`src/rtl/rx_scan_pkg.sv`:
```
package rx_scan_pkg;
  localparam int WORD_W  = 32;
  localparam int OWN_BIT = 31;
  localparam int SOP_BIT = 25;

  typedef enum logic [2:0] {
    ST_IDLE,
    ST_RD_REQ,
    ST_RD_WAIT,
    ST_WR_REQ,
    ST_POLL,
    ST_HELD,
    ST_RECV
  } scan_state_e;
endpackage

```
`src/rtl/rx_ring_ptr.sv`:
```
module rx_ring_ptr #(
  parameter int RING_MAX  = 512,
  parameter int ADDR_W    = 32,
  parameter int STRIDE_LG = 4,
  localparam int IDX_W = $clog2(RING_MAX),
  localparam int LEN_W = $clog2(RING_MAX + 1)
) (
  input  logic              clk,
  input  logic              rst_n,
  input  logic              clr,
  input  logic              adv,
  input  logic [LEN_W-1:0]  ring_len,
  input  logic [ADDR_W-1:0] ring_base,
  output logic [IDX_W-1:0]  idx,
  output logic [ADDR_W-1:0] addr
);
  logic [IDX_W-1:0] idx_nxt;
  logic             at_last;
  logic             idx_en;

  assign at_last = ({1'b0, idx} == (ring_len - LEN_W'(1)));
  assign idx_en  = clr | adv;

  always_comb begin
    idx_nxt = idx;
    if (clr) begin
      idx_nxt = '0;
    end else if (adv) begin
      idx_nxt = at_last ? '0 : idx + IDX_W'(1);
    end
  end

  always_ff @(posedge clk or negedge rst_n) begin
    if (!rst_n) begin
      idx <= '0;
    end else if (idx_en) begin
      idx <= idx_nxt;
    end
  end

  assign addr = ring_base + (ADDR_W'(idx) << STRIDE_LG);


  idx_range_chk: assert property (@(posedge clk) disable iff (!rst_n)
    ({1'b0, idx} < ring_len));


  idx_wrap_chk: assert property (@(posedge clk) disable iff (!rst_n)
    (adv && !clr && at_last) |=> (idx == '0));
endmodule

```
`src/rtl/rx_poll_timer.sv`:
```
module rx_poll_timer #(
  parameter int CNT_W = 16
) (
  input  logic             clk,
  input  logic             rst_n,
  input  logic             load,
  input  logic             run,
  input  logic [CNT_W-1:0] interval,
  output logic             expired
);
  logic [CNT_W-1:0] cnt;
  logic [CNT_W-1:0] cnt_nxt;
  logic             cnt_en;
  logic             at_end;

  assign at_end  = (cnt <= CNT_W'(1));
  assign expired = run & at_end;
  assign cnt_en  = load | (run & ~at_end);

  always_comb begin
    cnt_nxt = cnt;
    if (load) begin
      cnt_nxt = interval;
    end else if (run && !at_end) begin
      cnt_nxt = cnt - CNT_W'(1);
    end
  end

  always_ff @(posedge clk or negedge rst_n) begin
    if (!rst_n) begin
      cnt <= '0;
    end else if (cnt_en) begin
      cnt <= cnt_nxt;
    end
  end


  poll_expire_chk: assert property (@(posedge clk) disable iff (!rst_n)
    expired |=> !run);
endmodule

```
`src/rtl/rx_scan_fsm.sv`:
```
module rx_scan_fsm
  import rx_scan_pkg::*;
#(
  parameter int IDX_W = 9
) (
  input  logic              clk,
  input  logic              rst_n,
  input  logic              soft_rst,
  input  logic              stop_cmd,
  input  logic              la_en,
  input  logic              start_scan,
  input  logic              frame_start,
  input  logic              header_done,
  input  logic              mem_gnt,
  input  logic              mem_rvalid,
  input  logic [WORD_W-1:0] mem_rdata,
  input  logic              poll_expired,
  input  logic [IDX_W-1:0]  idx,
  output logic              mem_req,
  output logic              mem_we,
  output logic [WORD_W-1:0] mem_wdata,
  output logic              idx_adv,
  output logic              tmr_load,
  output logic              tmr_run,
  output logic              desc_valid,
  output logic [WORD_W-1:0] desc_status,
  output logic [IDX_W-1:0]  desc_index,
  output logic              hdr_irq
);
  scan_state_e       st;
  scan_state_e       st_nxt;
  logic              abort;
  logic              cap_rd;
  logic              cap_desc;
  logic              hdr_irq_nxt;
  logic              rd_own;
  logic              rd_sop;
  logic [WORD_W-1:0] rd_word;

  assign abort  = stop_cmd | soft_rst;
  assign rd_own = mem_rdata[OWN_BIT];
  assign rd_sop = mem_rdata[SOP_BIT];

  always_comb begin
    st_nxt   = st;
    idx_adv  = 1'b0;
    tmr_load = 1'b0;
    cap_rd   = 1'b0;
    cap_desc = 1'b0;
    case (st)
      ST_IDLE: begin
        if (start_scan) st_nxt = ST_RD_REQ;
      end
      ST_RD_REQ: begin
        if (mem_gnt) st_nxt = ST_RD_WAIT;
      end
      ST_RD_WAIT: begin
        if (mem_rvalid) begin
          cap_rd = 1'b1;
          if (la_en && !rd_sop) begin
            if (rd_own) begin
              st_nxt = ST_WR_REQ;
            end else begin
              idx_adv = 1'b1;
              st_nxt  = ST_RD_REQ;
            end
          end else if (rd_own) begin
            cap_desc = 1'b1;
            st_nxt   = ST_HELD;
          end else begin
            tmr_load = 1'b1;
            st_nxt   = ST_POLL;
          end
        end
      end
      ST_WR_REQ: begin
        if (mem_gnt) begin
          idx_adv = 1'b1;
          st_nxt  = ST_RD_REQ;
        end
      end
      ST_POLL: begin
        if (poll_expired) st_nxt = ST_RD_REQ;
      end
      ST_HELD: begin
        if (frame_start) st_nxt = ST_RECV;
      end
      ST_RECV: begin
        if (header_done) begin
          idx_adv = 1'b1;
          st_nxt  = ST_IDLE;
        end
      end
      default: st_nxt = ST_IDLE;
    endcase
    if (abort) begin
      st_nxt   = ST_IDLE;
      idx_adv  = 1'b0;
      tmr_load = 1'b0;
      cap_rd   = 1'b0;
      cap_desc = 1'b0;
    end
  end

  assign hdr_irq_nxt = (st == ST_RECV) & header_done & ~abort;

  always_ff @(posedge clk or negedge rst_n) begin
    if (!rst_n) begin
      st      <= ST_IDLE;
      hdr_irq <= 1'b0;
    end else begin
      st      <= st_nxt;
      hdr_irq <= hdr_irq_nxt;
    end
  end

  always_ff @(posedge clk or negedge rst_n) begin
    if (!rst_n) begin
      rd_word <= '0;
    end else if (cap_rd) begin
      rd_word <= mem_rdata;
    end
  end

  always_ff @(posedge clk or negedge rst_n) begin
    if (!rst_n) begin
      desc_status <= '0;
      desc_index  <= '0;
    end else if (cap_desc) begin
      desc_status <= mem_rdata;
      desc_index  <= idx;
    end
  end

  assign mem_req    = (st == ST_RD_REQ) | (st == ST_WR_REQ);
  assign mem_we     = (st == ST_WR_REQ);
  assign mem_wdata  = rd_word & ~(WORD_W'(1) << OWN_BIT);
  assign tmr_run    = (st == ST_POLL);
  assign desc_valid = (st == ST_HELD) | (st == ST_RECV);


  wb_clear_chk: assert property (@(posedge clk) disable iff (!rst_n)
    (mem_req && mem_we) |-> !mem_wdata[OWN_BIT]);


  held_quiet_chk: assert property (@(posedge clk) disable iff (!rst_n)
    desc_valid |-> !mem_req);


  irq_pulse_chk: assert property (@(posedge clk) disable iff (!rst_n)
    hdr_irq |=> !hdr_irq);


  sop_gate_chk: assert property (@(posedge clk) disable iff (!rst_n)
    ((st == ST_RD_WAIT) && mem_rvalid && la_en && !mem_rdata[SOP_BIT])
      |=> !desc_valid);


  stop_idle_chk: assert property (@(posedge clk) disable iff (!rst_n)
    stop_cmd |=> (!mem_req && !desc_valid));
endmodule

```
`src/rtl/rx_sop_scanner.sv`:
```
module rx_sop_scanner
  import rx_scan_pkg::*;
#(
  parameter int RING_MAX  = 512,
  parameter int ADDR_W    = 32,
  parameter int POLL_W    = 16,
  parameter int STRIDE_LG = 4,
  localparam int IDX_W = $clog2(RING_MAX),
  localparam int LEN_W = $clog2(RING_MAX + 1)
) (
  input  logic              clk,
  input  logic              rst_n,
  input  logic              soft_rst,
  input  logic              stop_cmd,
  input  logic              la_wr,
  input  logic              la_wdata,
  output logic              la_en,
  input  logic [ADDR_W-1:0] ring_base,
  input  logic [LEN_W-1:0]  ring_len,
  input  logic [POLL_W-1:0] poll_interval,
  input  logic              start_scan,
  input  logic              frame_start,
  input  logic              header_done,
  output logic              mem_req,
  output logic              mem_we,
  output logic [ADDR_W-1:0] mem_addr,
  output logic [WORD_W-1:0] mem_wdata,
  input  logic              mem_gnt,
  input  logic              mem_rvalid,
  input  logic [WORD_W-1:0] mem_rdata,
  output logic              desc_valid,
  output logic [WORD_W-1:0] desc_status,
  output logic [IDX_W-1:0]  desc_index,
  output logic              hdr_irq
);
  logic             la_nxt;
  logic             la_upd;
  logic             idx_adv;
  logic             tmr_load;
  logic             tmr_run;
  logic             tmr_exp;
  logic [IDX_W-1:0] idx;

  assign la_upd = soft_rst | la_wr;

  always_comb begin
    la_nxt = la_en;
    if (soft_rst) begin
      la_nxt = 1'b0;
    end else if (la_wr) begin
      la_nxt = la_wdata;
    end
  end

  always_ff @(posedge clk or negedge rst_n) begin
    if (!rst_n) begin
      la_en <= 1'b0;
    end else if (la_upd) begin
      la_en <= la_nxt;
    end
  end

  rx_ring_ptr #(
    .RING_MAX  (RING_MAX),
    .ADDR_W    (ADDR_W),
    .STRIDE_LG (STRIDE_LG)
  ) u_ptr (
    .clk       (clk),
    .rst_n     (rst_n),
    .clr       (soft_rst),
    .adv       (idx_adv),
    .ring_len  (ring_len),
    .ring_base (ring_base),
    .idx       (idx),
    .addr      (mem_addr)
  );

  rx_poll_timer #(
    .CNT_W (POLL_W)
  ) u_tmr (
    .clk      (clk),
    .rst_n    (rst_n),
    .load     (tmr_load),
    .run      (tmr_run),
    .interval (poll_interval),
    .expired  (tmr_exp)
  );

  rx_scan_fsm #(
    .IDX_W (IDX_W)
  ) u_fsm (
    .clk          (clk),
    .rst_n        (rst_n),
    .soft_rst     (soft_rst),
    .stop_cmd     (stop_cmd),
    .la_en        (la_en),
    .start_scan   (start_scan),
    .frame_start  (frame_start),
    .header_done  (header_done),
    .mem_gnt      (mem_gnt),
    .mem_rvalid   (mem_rvalid),
    .mem_rdata    (mem_rdata),
    .poll_expired (tmr_exp),
    .idx          (idx),
    .mem_req      (mem_req),
    .mem_we       (mem_we),
    .mem_wdata    (mem_wdata),
    .idx_adv      (idx_adv),
    .tmr_load     (tmr_load),
    .tmr_run      (tmr_run),
    .desc_valid   (desc_valid),
    .desc_status  (desc_status),
    .desc_index   (desc_index),
    .hdr_irq      (hdr_irq)
  );


  la_clear_chk: assert property (@(posedge clk) disable iff (!rst_n)
    soft_rst |=> !la_en);


  la_stop_chk: assert property (@(posedge clk) disable iff (!rst_n)
    (stop_cmd && !soft_rst && !la_wr) |=> (la_en == $past(la_en)));
endmodule

```
`config.mk`:
```
export PLATFORM = sky130hd
export DESIGN_NAME = rx_sop_scanner
export DESIGN_NICKNAME = d
export VERILOG_FILES = /design/src/rtl/rx_scan_pkg.sv /design/src/rtl/rx_ring_ptr.sv /design/src/rtl/rx_poll_timer.sv /design/src/rtl/rx_scan_fsm.sv /design/src/rtl/rx_sop_scanner.sv
export SDC_FILE = /design/constraint.sdc
export NUM_CORES = 1
export LEC_CHECK = 0
export BUFFER_PORTS_ARGS = -buffer_cell sky130_fd_sc_hd__buf_2
export CORE_UTILIZATION = 51
export CTS_BUF_LIST = sky130_fd_sc_hd__clkbuf_8
export CTS_CLUSTER_SIZE = 20
export DETAILED_ROUTE_END_ITERATION = 8
export GPL_ROUTABILITY_DRIVEN = 0
export PLACE_DENSITY = 0.95
export SLEW_MARGIN = 20
export SYNTH_ARGS = -nofsm -noshare
export SYNTH_HDL_FRONTEND = slang
export SYNTH_SLANG_ARGS = --single-unit
```
`constraint.sdc`:
```
create_clock -name clk -period 3.1 [get_ports clk]
set_input_delay 0.62 -clock clk [delete_from_list [all_inputs] [get_ports clk]]
set_output_delay 0.62 -clock clk [all_outputs]
set_load 0.02 [all_outputs]
```
==> run_results.csv, run 1 <==
group,metric,value,unit
worst_setup_path,worstSetupEndpointType,"output pin",
synth,synth-simple-area-share,0.221,
routing,vias_per_cell,5.68,
global_routing,grt_pass1_wl,24400,µm
placed_design,dpl.hpwl,11500,µm
worst_setup_path,slowest_delay,0.43,ns
global_routing,grt_usage,0.275,
floorplanning,ios,211,
synth,synthTopCellsByCount,"nand2_1, dfrtp_1, mux2_2, nor2_1, nand3_1",
clock_tree,insertion_delay,0.37,ns
placed_design,place_inst,913,
synth,ys_ff_latch,102,
synth,synth_top_area_frac,0.461,
cells_and_area,area_delta_synth_final,31.3,%
cells_and_area,fin_util,0.699,
timing,finalHoldViolCount,0,
clock_tree,cts_root_buffer,"clkbuf_8",
floorplanning,row_count,37,
cells_and_area,nets,913,
worst_setup_path,required,2.48,ns
cells_and_area,fillCellCount,727,
routing,via_count,5327,
timing,hold_ws,0.143,ns
hold_path,hp-class,"input pin to async pin",
clock_tree,clockBufferDepth,2,
floorplanning,die-area,11300,µm²
synth,synth_compound_area_frac,0.0996,
synth,synth_cells,574,
global_routing,grt_max_degree,53,
routing,first_iter_violations,447,
routing,drc_errors,0,
cells_and_area,final_area,7280,µm²
synth,synth_fp_nets,689,
power,p_leak,3.85,nW
timing,finalCritPeriodShare,1.03,
synth,ys_warn_count,0,
synth,post_synth.cell_area_avg,9.65,µm²
global_routing,first_global_vias,5089,
worst_setup_path,rrSetupSlack,0.51,ns
synth,synth.area.top_cells,"dfrtp_1, nand2_1, mux2_2",
worst_setup_path,crit_buf_inv,1,
synth,synthMuxAreaShare,0.0829,
routing,ant_nets,0,
routing,wire_per_inst,17.0,µm
power,total_power,2.65,mW
timing,slew_viol_final,0,
timing,period_needed,3.18,ns
run_status,status,"finished with violations",
placed_design,io_buffers,201,
routing,drtPass1Iterations,5,
floorplanning,initial_core_util,0.532,
placed_design,placed_area,6850,µm²
synth,synth-seq-area-share,0.461,
power,irDropWorstVdd,0.305,mV
timing,setup_slack,-0.0808,ns
floorplanning,fp.dieW,106,µm
clock_tree,clk_pin_slew,0.11,ns
timing,finalSetupTns,-0.114,ns
worst_setup_path,crit_type,"flop to output pin",
synth,yosys.area_share.adder,0.0330,
synth,synth_cell_types,63,
run_status,violations,"negative setup slack",
power,p_per_area,364,nW/µm²
clock_tree,h-tree-depth,3,
clock_tree,cts.sinks,102,
timing,rsz0062_at_grt,"true",
synth,synth_top_family_by_area,"simple AND/OR/NAND/NOR gates",
global_routing,antenna_found_initial,0,
clock_tree,cts_buffers,9,
routing,wirelength,15900,µm
global_routing,grt_overflow,0,
cells_and_area,final_cell_count_no_fill,938,
timing,setup_viol,7,
timing,clock_skew,0.0119,ns
synth,synth_xor_area_frac,0.0711,
worst_setup_path,worstPathMaxFanout,3,
run,maxCapViolCount,0,
worst_setup_path,critPathSlowestCell,"dfrtp_1",
worst_setup_path,path_cells,"ha_1 > a21o_1 > a21oi_2 > o21ai_2 > a311oi_4 > nor4_2 > xor2_1 > buf_2",
synth,synth.most_common_cell,"nand2_1",
clock_tree,cts_tree,"yes",
floorplanning,die_h,106,µm
worst_setup_path,cp-start-kind,"flop",
synth,synth-edff-count,0,
synth,syn_area,5540,µm²
synth,synth_top_cell_by_area,"dfrtp_1",
timing,relSlewSlack,0.632,
clock_tree,holdBufCountCts,0,
synth,ys_async_sr_fraction,1.00,
timing,max_freq,314,MHz
cells_and_area,antennaDiodeCount,0,
synth,synthFlopType,"dfrtp_1",
worst_setup_path,crit_arrival,2.56,ns
timing,worst_slew_pin_slew,0.552,ns
floorplanning,core,10400,µm²
cells_and_area,drive_above_1_share,0.406,
worst_setup_path,cp_top_family,"compound AO/OA/AOI/OAI gates",
placed_design,pre_cts_slack,-0.193,ns
path summary, 6_finish.rpt:
path / cells after the start / start / to
min in group clk: 3 / mem_rdata[13] / u_fsm.rd_word[13]
setup reg to reg: 6 / u_tmr.cnt[4] / u_tmr.cnt[2]
max in group asynchronous: 2 / rst_n / u_ptr.idx[0]
hold reg to reg: 1 / u_fsm.desc_status[31] / u_fsm.desc_status[31]
setup / recovery: 8 / u_ptr.idx[1] / mem_addr[27]
hold / removal: 1 / rst_n / u_fsm.desc_status[2]
state kept, by name, indices dropped and copies added, names as in the netlist:
name / cells
u_fsm.st: 3
u_fsm.rd_word: 31
u_fsm.hdr_irq: 1
u_fsm.desc_index: 9
u_ptr.idx: 9
u_fsm.desc_status: 32
u_tmr.cnt: 16
la_en: 1
area by class of cell:
type                       instances  area, µm²  share of cell area
tap                              136        170              0.0234
sequential                       102       2550               0.351
clock inverter                     6       60.1             0.00825
inverter                          13       48.8             0.00671
multi-input combinational        434       2980               0.409
timing repair buffer             238       1350               0.185
clock buffer                       9        124              0.0170
per-layer routing:
metal | vias to the layer above | part of all wire | GRT usage | wire [µm]
met4 | 0 | 0.034 | 0.126 | 544
met2 | 287 | 0.51 | 0.489 | 8180
met5 | - | 0 | 0 | 0
li1 | 2439 | - | - | -
met1 | 2550 | 0.37 | 0.308 | 5950
met3 | 51 | 0.079 | 0.0668 | 1260
report_power, final:
| group | total [mW] | switching (mW) | internal [mW] |
|---|---|---|---|
| registers | 1.43 | 0.0449 | 1.38 |
| logic | 0.423 | 0.255 | 0.168 |
| clock network | 0.795 | 0.492 | 0.303 |
| total | 2.65 | 0.792 | 1.86 |
what timing repair did:
| item | 4_1_cts | 5_1_grt |
|---|---|---|
| pin swaps | 13 | 11 |
| buffers inserted | 5 | 4 |
| resized for setup | 16 | 28 |
| cloned | 2 | 0 |
| endpoints found under the setup margin | 19 | 19 |
layout by cell type, fill, tap and decap left out, types with 13 or more instances in the layout:
master / instances
buf_2: 184
nand2_1: 129
dfrtp_1: 102
buf_4: 51
mux2_2: 39
nor2_1: 26
xor2_1: 22
xnor2_1: 22
nand3_1: 21
inv_1: 13
o21ai_0: 13
cell families (layout without fill, tap and decap cells):
group | after synthesis | count (layout)
buffers and inverters | 39 | 266
XOR/XNOR | 45 | 45
AO/OA/AOI/OAI | 76 | 77
other | 1 | 1
flip-flops | 102 | 102
adder cells (fa/ha/maj) | 14 | 14
AND/OR/NAND/NOR | 256 | 256
multiplexers | 41 | 41
Power figures use the tool's default switching activity.
==> run 2, diff against run 1 <==
- MAX_ROUTING_LAYER: not set -> met4
==> run 2 against run 1 <==
  * Worst setup slack lost 0.0055 ns
  * The flow still finishes with violations (negative setup slack)
  * Register-to-register slack is essentially flat
  * Critical path depth grew 1
  * Utilization grew 0.44 points
  * Largest cell class unchanged
==> run_results.csv, run 2 (synthesis results as in run 1) <==
group,metric,value,unit
timing,finalHoldViolCount,0,
cells_and_area,fillCellCount,716,
clock_tree,cts_root_buffer,"clkbuf_8",
timing,rsz0062_at_grt,"true",
cells_and_area,fin_util,0.703,
floorplanning,core,10400,µm²
power,power_switching,798,µW
placed_design,pre_cts_slack,-0.193,ns
run_status,violations,"negative setup slack",
power,power_frac_seq,0.538,
routing,ant_nets,0,
clock_tree,h-tree-depth,3,
global_routing,first_global_vias,5108,
cells_and_area,layout_commonest_cell,"buf_2",
clock_tree,cts.sinks,102,
floorplanning,die_h,106,µm
timing,period_needed,3.19,ns
run,maxCapViolCount,0,
global_routing,top_usage_layer,"met2",
global_routing,grtUsageMet1,0.308,
power,switching_share,0.301,
floorplanning,fp.dieW,106,µm
global_routing,met2_usage,0.487,
routing,wire_per_inst,17.3,µm
clock_tree,insertion_delay,0.37,ns
floorplanning,initial_core_util,0.532,
cells_and_area,nets,914,
worst_setup_path,r2r_start,"u_tmr.cnt[4]",
routing,first_iter_violations,328,
clock_tree,cts_buffers,9,
routing,drtPass1Iterations,5,
timing,slew_viol_final,0,
global_routing,met3_usage,0.0619,
global_routing,grt_usage,0.282,
global_routing,antenna_found_initial,0,
power,p_per_area,363,nW/µm²
cells_and_area,area_delta_synth_final,32.2,%
clock_tree,clockBufferDepth,2,
cells_and_area,final_area,7320,µm²
cells_and_area,antennaDiodeCount,0,
power,combPwrFrac,0.161,
hold_path,hp-class,"input pin to async pin",
worst_setup_path,worstSetupEndpointType,"output pin",
routing,drc_errors,0,
routing,via_count,5371,
worst_setup_path,worstPathMaxFanout,5,
timing,clock_skew,0.0121,ns
clock_tree,cts_tree,"yes",
cells_and_area,largest_reg_flops,32,
placed_design,io_buffers,201,
clock_tree,clk_pin_slew,0.11,ns
power,p_leak,3.86,nW
worst_setup_path,crit_type,"flop to output pin",
cells_and_area,top_register,"u_fsm.desc_status",
worst_setup_path,crit_path_start,"u_ptr.idx[0]",
worst_setup_path,reg2reg_to,"u_tmr.cnt[14]",
worst_setup_path,cp-start-kind,"flop",
power,pwr-share-clk,0.301,
timing,max_freq,314,MHz
cells_and_area,final_cell_mix,"buf_2, nand2_1, dfrtp_1, buf_4, mux2_2",
floorplanning,row_count,37,
cells_and_area,regArea,2550,µm²
timing,finalSetupTns,-0.116,ns
worst_setup_path,rr_worst_depth,6,
placed_design,placed_area,6850,µm²
worst_setup_path,required,2.48,ns
floorplanning,ios,211,
routing,wirelength,16200,µm
global_routing,grt_overflow,0,
placed_design,dpl.hpwl,11500,µm
cells_and_area,drive_above_1_share,0.412,
global_routing,grt_pass1_wl,24300,µm
timing,setup_viol,5,
power,irDropWorstVdd,0.306,mV
timing,setup_slack,-0.0863,ns
run_status,status,"finished with violations",
cells_and_area,reg_top3,"u_fsm.desc_status: 32 flops, u_fsm.rd_word: 31 flops, u_tmr.cnt: 16 flops",
timing,hold_ws,0.142,ns
clock_tree,holdBufCountCts,0,
cells_and_area,multi_input_area,3010,µm²
timing,relSlewSlack,0.626,
floorplanning,die-area,11300,µm²
global_routing,grt_max_degree,53,
timing,worst_slew_pin_slew,0.562,ns
power,p_int,1.86,mW
routing,vias_per_cell,5.72,
timing,finalCritPeriodShare,1.03,
worst_setup_path,rrSetupSlack,0.50,ns
worst_setup_path,crit_arrival,2.57,ns
run 2: cell count changes in the layout (fill, tap and decap cells not counted), sizes merged:
cell / previous run / this run
buf: 238 / 239
run 2: final cells by class:
cell class              count  area share
clock inverters             6     0.00820
multi-input cells         434       0.411
repair buffers            239       0.185
inverters                  13     0.00666
flip-flops and latches    102       0.349
well taps                 136      0.0232
clock buffers               9      0.0169
run 2: what timing repair did:
item,in CTS,in global routing
gates resized for setup,16,35
endpoints found under the setup margin,19,19
pin swaps,13,13
hold endpoints to repair,0,0
buffers inserted,5,5
cloned,2,0
run 2: worst max path at each step:
stage / endpoint / slack, ns
detailed placement: mem_addr[16] / -0.19
CTS: mem_addr[23] / -0.004
global route: mem_addr[24] / -0.18
finish: mem_addr[24] / -0.09
global placement: mem_addr[22] / -0.12
floorplan: mem_addr[22] / 0.03
run 2: worst max-delay path, stage by stage (launching register included):
cell and delay, ns:
dfrtp_1 0.43, ha_4 0.18, fa_2 0.37, a21oi_4 0.15
a2bb2oi_2 0.21, a21oi_2 0.09, a21o_2 0.28, nand3_1 0.13
xnor2_1 0.17, buf_4 0.19
run 2: stage by stage:
| stage | total power, mW | cells |
|---|---|---|
| 2_1_floorplan | 1.65 | 574 |
| 3_3_place_gp | 1.84 | 913 |
| 3_5_place_dp | 1.86 | 913 |
| 4_1_cts | 2.65 | 934 |
| 5_1_grt | 2.76 | 939 |
| 6_report | 2.65 | 939 |
run 2: routing by layer:
metal  share of wire  vias to the layer above
li1                -                     2443
met1            0.38                     2594
met2            0.51                      278
met3           0.072                       56
met4           0.038                        0
met5               0                        -
run 2: power groups by stage:
stage | clock network (mW) | logic (mW) | registers (mW)
floorplan | 0 | 0.163 | 1.49
global placement | 0 | 0.393 | 1.45
detailed placement | 0 | 0.408 | 1.45
CTS | 0.807 | 0.412 | 1.43
global route | 0.863 | 0.460 | 1.44
finish | 0.798 | 0.427 | 1.43
==> run 3, diff against run 2 <==
- CORE_UTILIZATION: 51 -> 50
- CTS_BUF_LIST: sky130_fd_sc_hd__clkbuf_8 -> not set
- PLACE_DENSITY: 0.95 -> 0.93
==> run 3 against run 2 <==
  * The run still ends with negative setup slack left
  * Largest cell class unchanged
  * Flip-flop and latch count unchanged
  * Worst hold slack improved by 0.035 ns
  * Final area decreased by 1.5%
  * Global-route usage decreased by 3.2 points
  * Critical path depth unchanged
  * First-iteration DRC count increased by 5.8%
  * Combinational power decreased by 4%
  * Count of clock-buffer cells in the layout unchanged
==> run_results.csv, run 3 (synthesis results as in run 1) <==
group,metric,value,unit
clock_tree,clk_pin_slew,0.12,ns
timing,clock_skew,0.0149,ns
floorplanning,core,10800,µm²
floorplanning,die-area,11500,µm²
timing,finalHoldViolCount,0,
cells_and_area,area_delta_synth_final,30.2,%
cells_and_area,reg_top3,"u_fsm.desc_status: 32 flops, u_fsm.rd_word: 31 flops, u_tmr.cnt: 16 flops",
clock_tree,holdBufCountCts,0,
timing,setup_viol,1,
floorplanning,die_h,107,µm
run,maxCapViolCount,0,
routing,first_iter_violations,347,
power,pwr-share-clk,0.318,
timing,hold_ws,0.177,ns
power,p_per_area,374,nW/µm²
power,power_frac_seq,0.530,
routing,via_count,5113,
routing,drtPass1Iterations,5,
cells_and_area,top_register,"u_fsm.desc_status",
clock_tree,h-tree-depth,3,
global_routing,grt_usage,0.249,
floorplanning,initial_core_util,0.511,
power,power_switching,819,µW
worst_setup_path,worstPathMaxFanout,4,
timing,slew_viol_final,0,
routing,wirelength,14700,µm
power,irDropWorstVdd,0.265,mV
global_routing,grt_overflow,0,
clock_tree,cts_buffers,9,
timing,worst_slew_pin_slew,0.560,ns
clock_tree,cts_root_buffer,"clkbuf_8",
cells_and_area,final_cell_count_no_fill,936,
global_routing,first_global_vias,4849,
placed_design,placed_area,6820,µm²
timing,max_freq,320,MHz
cells_and_area,final_cell_mix,"buf_2, nand2_1, dfrtp_1, buf_4, mux2_2",
worst_setup_path,cp-start-kind,"flop",
clock_tree,cts_tree,"yes",
timing,finalCritPeriodShare,1.01,
power,combPwrFrac,0.152,
placed_design,place_inst,913,
cells_and_area,nets,905,
routing,dr_wl_met3,891,µm
clock_tree,clockBufferDepth,2,
timing,period_needed,3.13,ns
cells_and_area,drive_above_1_share,0.399,
routing,wl_met2,7730,µm
routing,wire_per_inst,15.7,µm
routing,wl_met1,5750,µm
timing,relSlewSlack,0.627,
placed_design,dpl.hpwl,10600,µm
routing,ant_nets,0,
worst_setup_path,worstSetupEndpointType,"output pin",
worst_setup_path,crit_arrival,2.51,ns
floorplanning,ios,211,
routing,drc_errors,0,
routing,maxUsedRoutingLayer,"met4",
worst_setup_path,required,2.48,ns
power,p_leak,3.82,nW
power,p_int,1.88,mW
floorplanning,fp.dieW,107,µm
timing,setup_slack,-0.0266,ns
worst_setup_path,crit_type,"flop to output pin",
cells_and_area,fillCellCount,882,
routing,vias_per_cell,5.46,
global_routing,grt_max_degree,70,
power,switching_share,0.304,
clock_tree,insertion_delay,0.36,ns
floorplanning,row_count,38,
global_routing,antenna_found_initial,1,
timing,rsz0062_at_grt,"true",
clock_tree,cts.sinks,102,
run_status,status,"finished with violations",
placed_design,io_buffers,201,
hold_path,hp-class,"input pin to async pin",
run_status,violations,"negative setup slack",
cells_and_area,layout_commonest_cell,"buf_2",
global_routing,grt_pass1_wl,22100,µm
cells_and_area,largest_reg_flops,32,
cells_and_area,final_area,7220,µm²
power,total_power,2.70,mW
[run 3: worst paths after layout]
kind,from,endpoint,slack (ns),cells past startpoint
max reg2reg,u_tmr.cnt[4],u_tmr.cnt[4],0.52,6
max in group asynchronous,rst_n,u_ptr.idx[4],2.19,2
min reg2reg,u_fsm.rd_word[10],u_fsm.rd_word[10],0.48,2
min in group clk,mem_rdata[21],u_fsm.rd_word[21],0.44,3
min,rst_n,u_fsm.desc_status[21],0.18,1
max,u_ptr.idx[1],mem_addr[21],-0.03,9
[run 3: routing by layer]
layer | vias to the layer above | GRT usage
met2 | 204 | 0.457
met5 | - | -
met4 | 0 | 0.0685
met3 | 27 | 0.0508
li1 | 2426 | -
met1 | 2456 | 0.273
[run 3: final cells by class]
cell class              instances  area, µm²  share of cell area
repair buffers                230       1290               0.179
clock inverters                 7       86.3              0.0120
well taps                     140        175              0.0243
multi-input cells             434       2940               0.407
diodes                          1       2.50            0.000347
flip-flops and latches        102       2550               0.354
clock buffers                   9        124              0.0172
inverters                      13       48.8             0.00676
[run 3: through the flow]
step                      worst slack (ns)  utilization  TNS [ns]
after CTS                          -0.0142        0.654   -0.0209
after global routing                -0.120        0.666    -0.993
final                              -0.0266        0.666   -0.0266
after global placement              -0.197        0.629     -2.01
after floorplan                     0.0267            -         0
after detailed placement            -0.251        0.629     -2.69
[run 3: timing repair]
item / CTS / global route
setup buffers: 3 / 2
gates cloned: 1 / 0
setup endpoints to repair: 20 / 19
hold endpoints to repair: 0 / 0
pin swaps: 4 / 10
resized for setup: 9 / 30
[run 3: worst max-delay path, stage by stage (launching register included)]
cell and delay (ns):
dfrtp_1 0.45, ha_1 0.30, a21o_1 0.19, a21oi_2 0.19
o21ai_2 0.10, a311oi_4 0.32, buf_6 0.17, nor3_1 0.07
xor2_1 0.19, buf_4 0.18
[run 3: power groups by stage]
stage	sequential (mW)	combinational (mW)	clock (mW)
2_1_floorplan	1.49	0.163	0
3_3_place_gp	1.45	0.388	0
3_5_place_dp	1.45	0.400	0
4_1_cts	1.43	0.401	0.881
5_1_grt	1.44	0.446	0.922
6_report	1.43	0.410	0.857
